===== src/rtl/trc_pkg.sv =====
package trc_pkg;
  localparam int CTL_W     = 8;
  localparam int SRC_BIT   = 6;
  localparam int MODE_LO   = 2;
  localparam int ALIGN_BIT = 0;
  localparam logic [CTL_W-1:0] CTL_MASK = 8'h4D;

  typedef enum logic [1:0] {
    TM_FLOW   = 2'b00,
    TM_FILTER = 2'b01,
    TM_DETAIL = 2'b10,
    TM_PCCMP  = 2'b11
  } trc_mode_e;

  typedef enum logic [2:0] {
    CS_IDLE = 3'd0,
    CS_HIST = 3'd1,
    CS_WAIT = 3'd2,
    CS_POST = 3'd3,
    CS_DONE = 3'd4
  } cap_st_e;
endpackage


===== src/rtl/trc_ctl_reg.sv =====
module trc_ctl_reg
  import trc_pkg::*;
(
  input  logic             clk,
  input  logic             rst_n,
  input  logic             wr,
  input  logic [CTL_W-1:0] wdata,
  input  logic             secure,
  input  logic             armed,
  output logic             src_en,
  output trc_mode_e        mode,
  output logic             align,
  output logic [CTL_W-1:0] rdata,
  output logic             src_we,
  output logic             fld_we
);
  logic             src_q;
  logic             align_q;
  trc_mode_e        mode_q;
  logic [CTL_W-1:0] wval;

  function automatic logic [CTL_W-1:0] pack_ctl(input logic s, input trc_mode_e m,
                                                input logic a);
    logic [CTL_W-1:0] r;
    r = '0;
    r[SRC_BIT]       = s;
    r[MODE_LO +: 2]  = m;
    r[ALIGN_BIT]     = a;
    return r;
  endfunction

  assign wval   = wdata & CTL_MASK;
  assign src_we = wr & ~secure & ~armed;
  assign fld_we = wr & ~armed;

  always_ff @(posedge clk) begin
    if (!rst_n) begin
      src_q   <= 1'b0;
      align_q <= 1'b0;
      mode_q  <= TM_FLOW;
    end else begin
      if (src_we) src_q <= wval[SRC_BIT];
      if (fld_we) begin
        mode_q  <= trc_mode_e'(wval[MODE_LO +: 2]);
        align_q <= wval[ALIGN_BIT];
      end
    end
  end

  assign src_en = src_q;
  assign mode   = mode_q;
  assign align  = align_q;
  assign rdata  = pack_ctl(src_q, mode_q, align_q);
endmodule


===== src/rtl/trc_entry_sel.sv =====
module trc_entry_sel
  import trc_pkg::*;
#(
  parameter  int AW = 16,
  parameter  int DW = 8,
  localparam int EW = 1 + AW + DW
) (
  input  logic          clk,
  input  logic          rst_n,
  input  logic          clear,
  input  trc_mode_e     mode,
  input  logic          ev_valid,
  input  logic [AW-1:0] ev_pc,
  input  logic          ev_cof,
  input  logic          mem_valid,
  input  logic [AW-1:0] mem_addr,
  input  logic [DW-1:0] mem_data,
  input  logic          commit,
  output logic          cand_valid,
  output logic [EW-1:0] cand_entry,
  output logic          dup_drop
);
  logic [EW-1:0] last_ent;
  logic          last_vld;
  logic [AW-1:0] last_pc;
  logic          pc_vld;
  logic          raw_valid;
  logic [EW-1:0] raw_entry;

  function automatic logic [EW-1:0] pack_ent(input logic cmp, input logic [AW-1:0] a,
                                             input logic [DW-1:0] d);
    return {cmp, a, d};
  endfunction

  function automatic logic same_page(input logic [AW-1:0] a, input logic [AW-1:0] b);
    return a[AW-1:8] == b[AW-1:8];
  endfunction

  function automatic logic [AW-1:0] low_byte(input logic [AW-1:0] a);
    return {{(AW-8){1'b0}}, a[7:0]};
  endfunction

  always_comb begin
    raw_valid = 1'b0;
    raw_entry = '0;
    unique case (mode)
      TM_FLOW, TM_FILTER: begin
        raw_valid = ev_valid & ev_cof;
        raw_entry = pack_ent(1'b0, ev_pc, '0);
      end
      TM_DETAIL: begin
        raw_valid = mem_valid;
        raw_entry = pack_ent(1'b0, mem_addr, mem_data);
      end
      TM_PCCMP: begin
        raw_valid = ev_valid;
        if (pc_vld && same_page(ev_pc, last_pc))
          raw_entry = pack_ent(1'b1, low_byte(ev_pc), '0);
        else
          raw_entry = pack_ent(1'b0, ev_pc, '0);
      end
      default: ;
    endcase
  end

  assign dup_drop   = (mode == TM_FILTER) & raw_valid & last_vld & (raw_entry == last_ent);
  assign cand_valid = raw_valid & ~dup_drop;
  assign cand_entry = raw_entry;

  always_ff @(posedge clk) begin
    if (!rst_n || clear) begin
      last_ent <= '0;
      last_vld <= 1'b0;
      last_pc  <= '0;
      pc_vld   <= 1'b0;
    end else if (commit) begin
      last_ent <= cand_entry;
      last_vld <= 1'b1;
      if (mode == TM_PCCMP) begin
        last_pc <= ev_pc;
        pc_vld  <= 1'b1;
      end
    end
  end
endmodule


===== src/rtl/trc_cap_fsm.sv =====
module trc_cap_fsm
  import trc_pkg::*;
(
  input  logic    clk,
  input  logic    rst_n,
  input  logic    armed,
  input  logic    trig,
  input  logic    align,
  input  logic    trace_on,
  input  logic    we,
  input  logic    at_last,
  output logic    arm_rise,
  output logic    cap_open,
  output cap_st_e st
);
  cap_st_e st_q;
  cap_st_e st_d;

  assign arm_rise = armed & (st_q == CS_IDLE);
  assign cap_open = trace_on & ((st_q == CS_HIST) | (st_q == CS_POST) |
                                ((st_q == CS_WAIT) & trig));

  always_comb begin
    st_d = st_q;
    if (!armed) begin
      st_d = CS_IDLE;
    end else begin
      unique case (st_q)
        CS_IDLE: st_d = align ? CS_WAIT : CS_HIST;
        CS_HIST: if (trig) st_d = CS_DONE;
        CS_WAIT: if (trig) st_d = CS_POST;
        CS_POST: if (we && at_last) st_d = CS_DONE;
        CS_DONE: st_d = CS_DONE;
        default: st_d = CS_IDLE;
      endcase
    end
  end

  always_ff @(posedge clk) begin
    if (!rst_n) st_q <= CS_IDLE;
    else        st_q <= st_d;
  end

  assign st = st_q;
endmodule


===== src/rtl/trc_ring.sv =====
module trc_ring #(
  parameter  int DEPTH = 64,
  parameter  int EW    = 25,
  localparam int PW    = $clog2(DEPTH)
) (
  input  logic          clk,
  input  logic          rst_n,
  input  logic          clear,
  input  logic          we,
  input  logic [EW-1:0] wdata,
  input  logic          rd_en,
  input  logic [PW-1:0] rd_idx,
  output logic [EW-1:0] rd_data,
  output logic [PW:0]   count,
  output logic          at_last
);
  localparam logic [PW:0] FULL_CNT = (PW+1)'(DEPTH);
  localparam logic [PW:0] LAST_CNT = (PW+1)'(DEPTH - 1);

  logic [EW-1:0] mem [DEPTH];
  logic [PW-1:0] wptr;
  logic [PW:0]   cnt_q;
  logic          full;
  logic [PW-1:0] rd_slot;

  function automatic logic [PW-1:0] oldest_slot(input logic [PW:0] c, input logic [PW-1:0] w);
    return (c == FULL_CNT) ? w : '0;
  endfunction

  assign full    = (cnt_q == FULL_CNT);
  assign at_last = (cnt_q == LAST_CNT);
  assign rd_slot = oldest_slot(cnt_q, wptr) + rd_idx;
  assign rd_data = (rd_en && ({1'b0, rd_idx} < cnt_q)) ? mem[rd_slot] : '0;
  assign count   = cnt_q;

  always_ff @(posedge clk) begin
    if (we) mem[wptr] <= wdata;
  end

  always_ff @(posedge clk) begin
    if (!rst_n || clear) begin
      wptr  <= '0;
      cnt_q <= '0;
    end else if (we) begin
      wptr <= wptr + 1'b1;
      if (!full) cnt_q <= cnt_q + 1'b1;
    end
  end
endmodule


===== src/rtl/trc_capture.sv =====
module trc_capture
  import trc_pkg::*;
#(
  parameter  int DEPTH = 64,
  parameter  int AW    = 16,
  parameter  int DW    = 8,
  localparam int PW    = $clog2(DEPTH),
  localparam int EW    = 1 + AW + DW
) (
  input  logic          clk,
  input  logic          rst_n,
  input  logic          reg_wr,
  input  logic [7:0]    reg_wdata,
  output logic [7:0]    reg_rdata,
  input  logic          secure,
  input  logic          arm,
  input  logic          trig,
  input  logic          ev_valid,
  input  logic [AW-1:0] ev_pc,
  input  logic          ev_cof,
  input  logic          mem_valid,
  input  logic [AW-1:0] mem_addr,
  input  logic [DW-1:0] mem_data,
  input  logic [PW-1:0] rd_idx,
  output logic [EW-1:0] rd_data,
  output logic [PW:0]   entry_count
);
  logic          src_en;
  trc_mode_e     mode;
  logic          align;
  logic          src_we;
  logic          fld_we;
  logic          trace_on;
  logic          arm_rise;
  logic          cap_open;
  cap_st_e       cap_st;
  logic          cand_valid;
  logic [EW-1:0] cand_entry;
  logic          dup_drop;
  logic          buf_we;
  logic          at_last;

  assign trace_on = src_en & ~secure;
  assign buf_we   = cand_valid & cap_open;

  trc_ctl_reg u_ctl (
    .clk(clk), .rst_n(rst_n), .wr(reg_wr), .wdata(reg_wdata), .secure(secure),
    .armed(arm), .src_en(src_en), .mode(mode), .align(align), .rdata(reg_rdata),
    .src_we(src_we), .fld_we(fld_we)
  );

  trc_entry_sel #(.AW(AW), .DW(DW)) u_sel (
    .clk(clk), .rst_n(rst_n), .clear(arm_rise), .mode(mode), .ev_valid(ev_valid),
    .ev_pc(ev_pc), .ev_cof(ev_cof), .mem_valid(mem_valid), .mem_addr(mem_addr),
    .mem_data(mem_data), .commit(buf_we), .cand_valid(cand_valid),
    .cand_entry(cand_entry), .dup_drop(dup_drop)
  );

  trc_cap_fsm u_fsm (
    .clk(clk), .rst_n(rst_n), .armed(arm), .trig(trig), .align(align),
    .trace_on(trace_on), .we(buf_we), .at_last(at_last), .arm_rise(arm_rise),
    .cap_open(cap_open), .st(cap_st)
  );

  trc_ring #(.DEPTH(DEPTH), .EW(EW)) u_ring (
    .clk(clk), .rst_n(rst_n), .clear(arm_rise), .we(buf_we), .wdata(cand_entry),
    .rd_en(src_en), .rd_idx(rd_idx), .rd_data(rd_data), .count(entry_count),
    .at_last(at_last)
  );
endmodule


===== config.mk =====
export PLATFORM = sky130hd
export DESIGN_NAME = trc_capture
export DESIGN_NICKNAME = d
export VERILOG_FILES = /design/src/rtl/trc_pkg.sv /design/src/rtl/trc_ctl_reg.sv /design/src/rtl/trc_entry_sel.sv /design/src/rtl/trc_cap_fsm.sv /design/src/rtl/trc_ring.sv /design/src/rtl/trc_capture.sv
export SDC_FILE = /design/constraint.sdc
export NUM_CORES = 1
export LEC_CHECK = 0
export BUFFER_PORTS_ARGS = -buffer_cell sky130_fd_sc_hd__clkbuf_2
export CAP_MARGIN = 10
export CORE_MARGIN = 8
export CORE_UTILIZATION = 40
export DETAILED_ROUTE_END_ITERATION = 10
export PLACE_DENSITY_LB_ADDON = 0.08
export RECOVER_POWER = 25
export SLEW_MARGIN = 10
export SYNTH_ARGS = -nofsm -noshare
export SYNTH_HDL_FRONTEND = slang
export SYNTH_SLANG_ARGS = --single-unit

===== constraint.sdc =====
create_clock -name clk -period 15.3 [get_ports clk]
set_clock_uncertainty 0.2 [all_clocks]
set_input_delay 3.06 -clock clk [delete_from_list [all_inputs] [get_ports clk]]
set_output_delay 3.06 -clock clk [all_outputs]
set_load 0.02 [all_outputs]

==> impl_metrics.xml <==
<?xml version="1.0" encoding="UTF-8"?>
<metrics>
  <group name="outcome">
    <metric name="run_status" unit="">finished with violations</metric>
    <metric name="violations" unit="">capacitance limit, slew limit</metric>
  </group>
  <group name="clock_network">
    <metric name="cts_max_path_buffers" unit="">3</metric>
    <metric name="cts_inserted_buffers" unit="">171</metric>
    <metric name="worst_setup_hold_path_clk_slew" unit="ps">50</metric>
    <metric name="post_cts_resize_count" unit="">0</metric>
    <metric name="postCtsHoldBufs" unit="">0</metric>
    <metric name="post-cts-setup-buffer-count" unit="">0</metric>
    <metric name="cts_tree" unit="">built</metric>
    <metric name="worst_skew_pair.late_latency" unit="ps">780</metric>
    <metric name="htree_num_levels" unit="">4</metric>
    <metric name="ctsRootBufferMaster" unit="">sky130_fd_sc_hd__clkbuf_16</metric>
    <metric name="cts.sinks" unit="">1655</metric>
  </group>
  <group name="routing">
    <metric name="first_pass_iters" unit="">7</metric>
    <metric name="routed_wl" unit="mm">174</metric>
    <metric name="detail_route.wl_per_cell" unit="microns">32.0</metric>
    <metric name="dr_total_vias" unit="">30810</metric>
    <metric name="drt_first_iter_violations" unit="">3093</metric>
    <metric name="ant_nets" unit="">0</metric>
    <metric name="post_drt_via_cell_ratio" unit="">5.69</metric>
    <metric name="drcViolationCount" unit="">0</metric>
  </group>
  <group name="logic_synthesis">
    <metric name="synth_area_leaders" unit="">sky130_fd_sc_hd__edfxtp_1, sky130_fd_sc_hd__mux4_2, sky130_fd_sc_hd__dfxtp_1</metric>
    <metric name="post_synthesis_share_of_cell_area_spent_on_full_adders_half_adders_and_majority_gates" unit="">0.00282</metric>
    <metric name="synth_top_family_by_area" unit="">multiplexers</metric>
    <metric name="netlist.area_leader.share" unit="">0.742</metric>
    <metric name="synth_largest_area_cell" unit="">sky130_fd_sc_hd__edfxtp_1</metric>
    <metric name="proportion_of_synthesized_chip_area_in_sequential_cells" unit="">0.759</metric>
    <metric name="synthXorXnorAreaFrac" unit="">0.00352</metric>
    <metric name="yosysMostFrequentCell" unit="">sky130_fd_sc_hd__edfxtp_1</metric>
    <metric name="synth_simple_gate_area_share" unit="">0.0226</metric>
    <metric name="synth-edff-count" unit="">1600</metric>
    <metric name="dominantRegCellSynth" unit="">sky130_fd_sc_hd__edfxtp_1</metric>
    <metric name="post_synth_instance_area" unit="sq um">64700</metric>
    <metric name="ys_async_sr_fraction" unit="">0</metric>
    <metric name="synth_compound_gate_area_share" unit="">0.0175</metric>
    <metric name="ys_types" unit="">63</metric>
    <metric name="post_synth_most_frequent_cells" unit="">sky130_fd_sc_hd__edfxtp_1, sky130_fd_sc_hd__mux4_2, sky130_fd_sc_hd__clkbuf_1</metric>
    <metric name="muxShareOfSynthArea" unit="">0.181</metric>
    <metric name="yosysWarnings" unit="">0</metric>
    <metric name="ys_ff_latch" unit="">1655</metric>
    <metric name="synth.avg_cell_area" unit="sq um">22.4</metric>
    <metric name="synthCells" unit="">2889</metric>
  </group>
  <group name="die">
    <metric name="io-pin-count" unit="">103</metric>
    <metric name="chipWidth" unit="microns">418</metric>
    <metric name="die_area" unit="sq um">175000</metric>
    <metric name="core-area" unit="sq um">161000</metric>
    <metric name="die_y" unit="microns">418</metric>
    <metric name="initial_core_util" unit="">0.403</metric>
    <metric name="num_rows" unit="">147</metric>
  </group>
  <group name="critical_path">
    <metric name="worst_ep_arrival_time" unit="ps">8400</metric>
    <metric name="critical_path.cell_chain" unit="">clkbuf_2, ha_4, fa_4, buf_4, mux4_2, mux4_2, nor2b_1, a211oi_1, a211oi_1, clkbuf_2</metric>
    <metric name="critical_path.top_delay_family" unit="">adder cells</metric>
    <metric name="startpoint_type" unit="">input pin</metric>
    <metric name="max_stage_delay" unit="ps">1410</metric>
    <metric name="endpoint_kind" unit="">output pin</metric>
    <metric name="critical_path.max_fanout" unit="">49</metric>
    <metric name="crit_path_top_delay_cell" unit="">sky130_fd_sc_hd__fa_4</metric>
    <metric name="criticalPathCategory" unit="">in2out</metric>
    <metric name="crit_buf_inv" unit="">3</metric>
    <metric name="timing.critical_path.required" unit="ps">12040</metric>
  </group>
  <group name="sta">
    <metric name="final-max-slew-violation-count" unit="">829</metric>
    <metric name="max_clock_freq" unit="MHz">85.8</metric>
    <metric name="timing.final.crit_share" unit="">0.762</metric>
    <metric name="slew_headroom" unit="">-1.32</metric>
    <metric name="worst_slack" unit="ps">3640</metric>
    <metric name="fin_setup_tns" unit="ps">0</metric>
    <metric name="tightest_slew" unit="ps">3480</metric>
    <metric name="setup_viol_count_final" unit="">0</metric>
    <metric name="period_minus_slack" unit="ps">11660</metric>
    <metric name="grt_setup_unrepaired" unit="">no</metric>
    <metric name="final_hold_viol_count" unit="">0</metric>
  </group>
  <group name="power_and_ir_drop">
    <metric name="max-vdd-ir-drop" unit="V">0.0000823</metric>
    <metric name="total_power" unit="mW">9.56</metric>
    <metric name="leakagePower" unit="nW">23.7</metric>
    <metric name="power_density" unit="nW/um^2">129</metric>
  </group>
  <group name="grt">
    <metric name="number_of_global_route_vias_before_repair" unit="">32215</metric>
    <metric name="first_pass_grt_wire_length" unit="mm">243</metric>
    <metric name="grt_antenna_before_repair" unit="">7</metric>
    <metric name="gr-usage-met1" unit="">0.263</metric>
    <metric name="largest_net_degree_at_the_start_of_global_routing" unit="">126</metric>
    <metric name="globalRouteTotalUtil" unit="">0.197</metric>
    <metric name="global_route.usage.met3" unit="">0.0279</metric>
    <metric name="busiest_layer" unit="">met2</metric>
    <metric name="grt_use_met2" unit="">0.336</metric>
    <metric name="overflow" unit="">0</metric>
  </group>
  <group name="placed_design">
    <metric name="port-buffer-count" unit="">94</metric>
    <metric name="placement.setup.worst_slack" unit="ps">3780</metric>
    <metric name="final_estimated_routing_congestion_in_global_placement" unit="">0.838</metric>
    <metric name="post-place-cells" unit="">5088</metric>
    <metric name="dpl.hpwl" unit="mm">91.7</metric>
  </group>
  <group name="cells_and_area">
    <metric name="final_cell_count_no_fill" unit="">5418</metric>
    <metric name="final_layout_size_suffix_gt1_frac" unit="">0.318</metric>
    <metric name="area_delta_synth_final" unit="%">14.7</metric>
    <metric name="design.final.nets" unit="">3178</metric>
  </group>
  <group name="min_path">
    <metric name="min-delay-path-class" unit="">reg2reg</metric>
  </group>
  <group name="run">
    <metric name="max_cap_violations" unit="">13</metric>
  </group>
</metrics>
-- worst min-delay path: stages (launching register included) --
cell and delay, ps:
sky130_fd_sc_hd__dfxtp_1 320, sky130_fd_sc_hd__nand2_1 60, sky130_fd_sc_hd__a21oi_1 50
-- worst paths after layout --
path	start	endpoint	slack, ps	depth (start not counted)
max	rd_idx[0]	rd_data[24]	3640	10
max reg2reg	u_ctl.mode[1]	u_ring.mem[61][13]	9290	11
min	u_sel.last_pc[8]	u_sel.last_pc[8]	280	2
min reg2reg	u_sel.last_pc[8]	u_sel.last_pc[8]	280	2
-- per-stage QoR --
step | area [sq um] | util | hold slack [ps]
after floorplan | 64700 | - | 240
after global placement | 68700 | 0.428 | 255
after detailed placement | 68700 | 0.428 | 268
after CTS | 74300 | 0.462 | 276
after global routing | 74200 | 0.462 | 299
final | 74200 | 0.462 | 275
-- placed cells by master, fill, tap and decap left out, types with 8 or more instances in the layout --
cell                           n
sky130_fd_sc_hd__edfxtp_1   1600
sky130_fd_sc_hd__mux4_2      500
sky130_fd_sc_hd__clkbuf_16   178
sky130_fd_sc_hd__buf_4       101
sky130_fd_sc_hd__clkbuf_2     84
sky130_fd_sc_hd__clkbuf_1     63
sky130_fd_sc_hd__a211oi_1     57
sky130_fd_sc_hd__dfxtp_1      55
sky130_fd_sc_hd__a21oi_1      48
sky130_fd_sc_hd__clkinv_1     45
sky130_fd_sc_hd__nand2_1      44
sky130_fd_sc_hd__mux2i_1      41
sky130_fd_sc_hd__nor2b_1      36
sky130_fd_sc_hd__nor3_2       33
sky130_fd_sc_hd__nand3_1      29
sky130_fd_sc_hd__clkinv_2     24
sky130_fd_sc_hd__o21ai_0      24
sky130_fd_sc_hd__nor2_4       23
sky130_fd_sc_hd__bufinv_16    19
sky130_fd_sc_hd__xnor2_1      18
sky130_fd_sc_hd__nor2_1       18
sky130_fd_sc_hd__inv_1        17
sky130_fd_sc_hd__nor4_2       17
sky130_fd_sc_hd__diode_2      12
sky130_fd_sc_hd__nor3_1       12
sky130_fd_sc_hd__ha_1         12
sky130_fd_sc_hd__or4_1         8
-- sequential cells by signal, summed over array words and instances, names as in the netlist --
name	flops
u_ring.wptr	6
u_ring.mem	1600
u_sel.last_vld	1
u_ring.count	7
u_ctl.mode	2
u_sel.last_ent	25
u_sel.last_pc	8
u_ctl.align	1
u_fsm.st	3
u_sel.pc_vld	1
u_ctl.src_en	1
-- where the power goes --
part,internal (mW),switching (mW),total (mW)
logic,0.156,0.272,0.428
clock network,2.44,1.71,4.15
registers,4.98,0.00244,4.98
-- kinds of logic (layout without fill, tap and decap cells) --
group           count (synthesis)  count (layout)
fa+ha+maj                      14              14
other cells                     1              16
compound gates                172             172
xor+xnor                       26              26
buf+inv                       199             553
mux                           545             545
flops                        1655            1655
simple gates                  277             277
-- final cells by class --
class	count	area (sq um)
fill	13241	86300
sequential	1655	49100
multi-input combinational	1038	15300
clock buffer	218	4600
tap	2160	2700
timing repair buffer	214	1390
clock inverter	100	975
inverter	21	81.3
antenna	12	30.0
-- metal layers --
metal	up-vias	share of wire
li1	12753	-
met1	16923	0.41
met2	901	0.51
met3	233	0.050
met4	0	0.030
met5	-	0
Note: power is estimated with default switching activity, not from simulation.
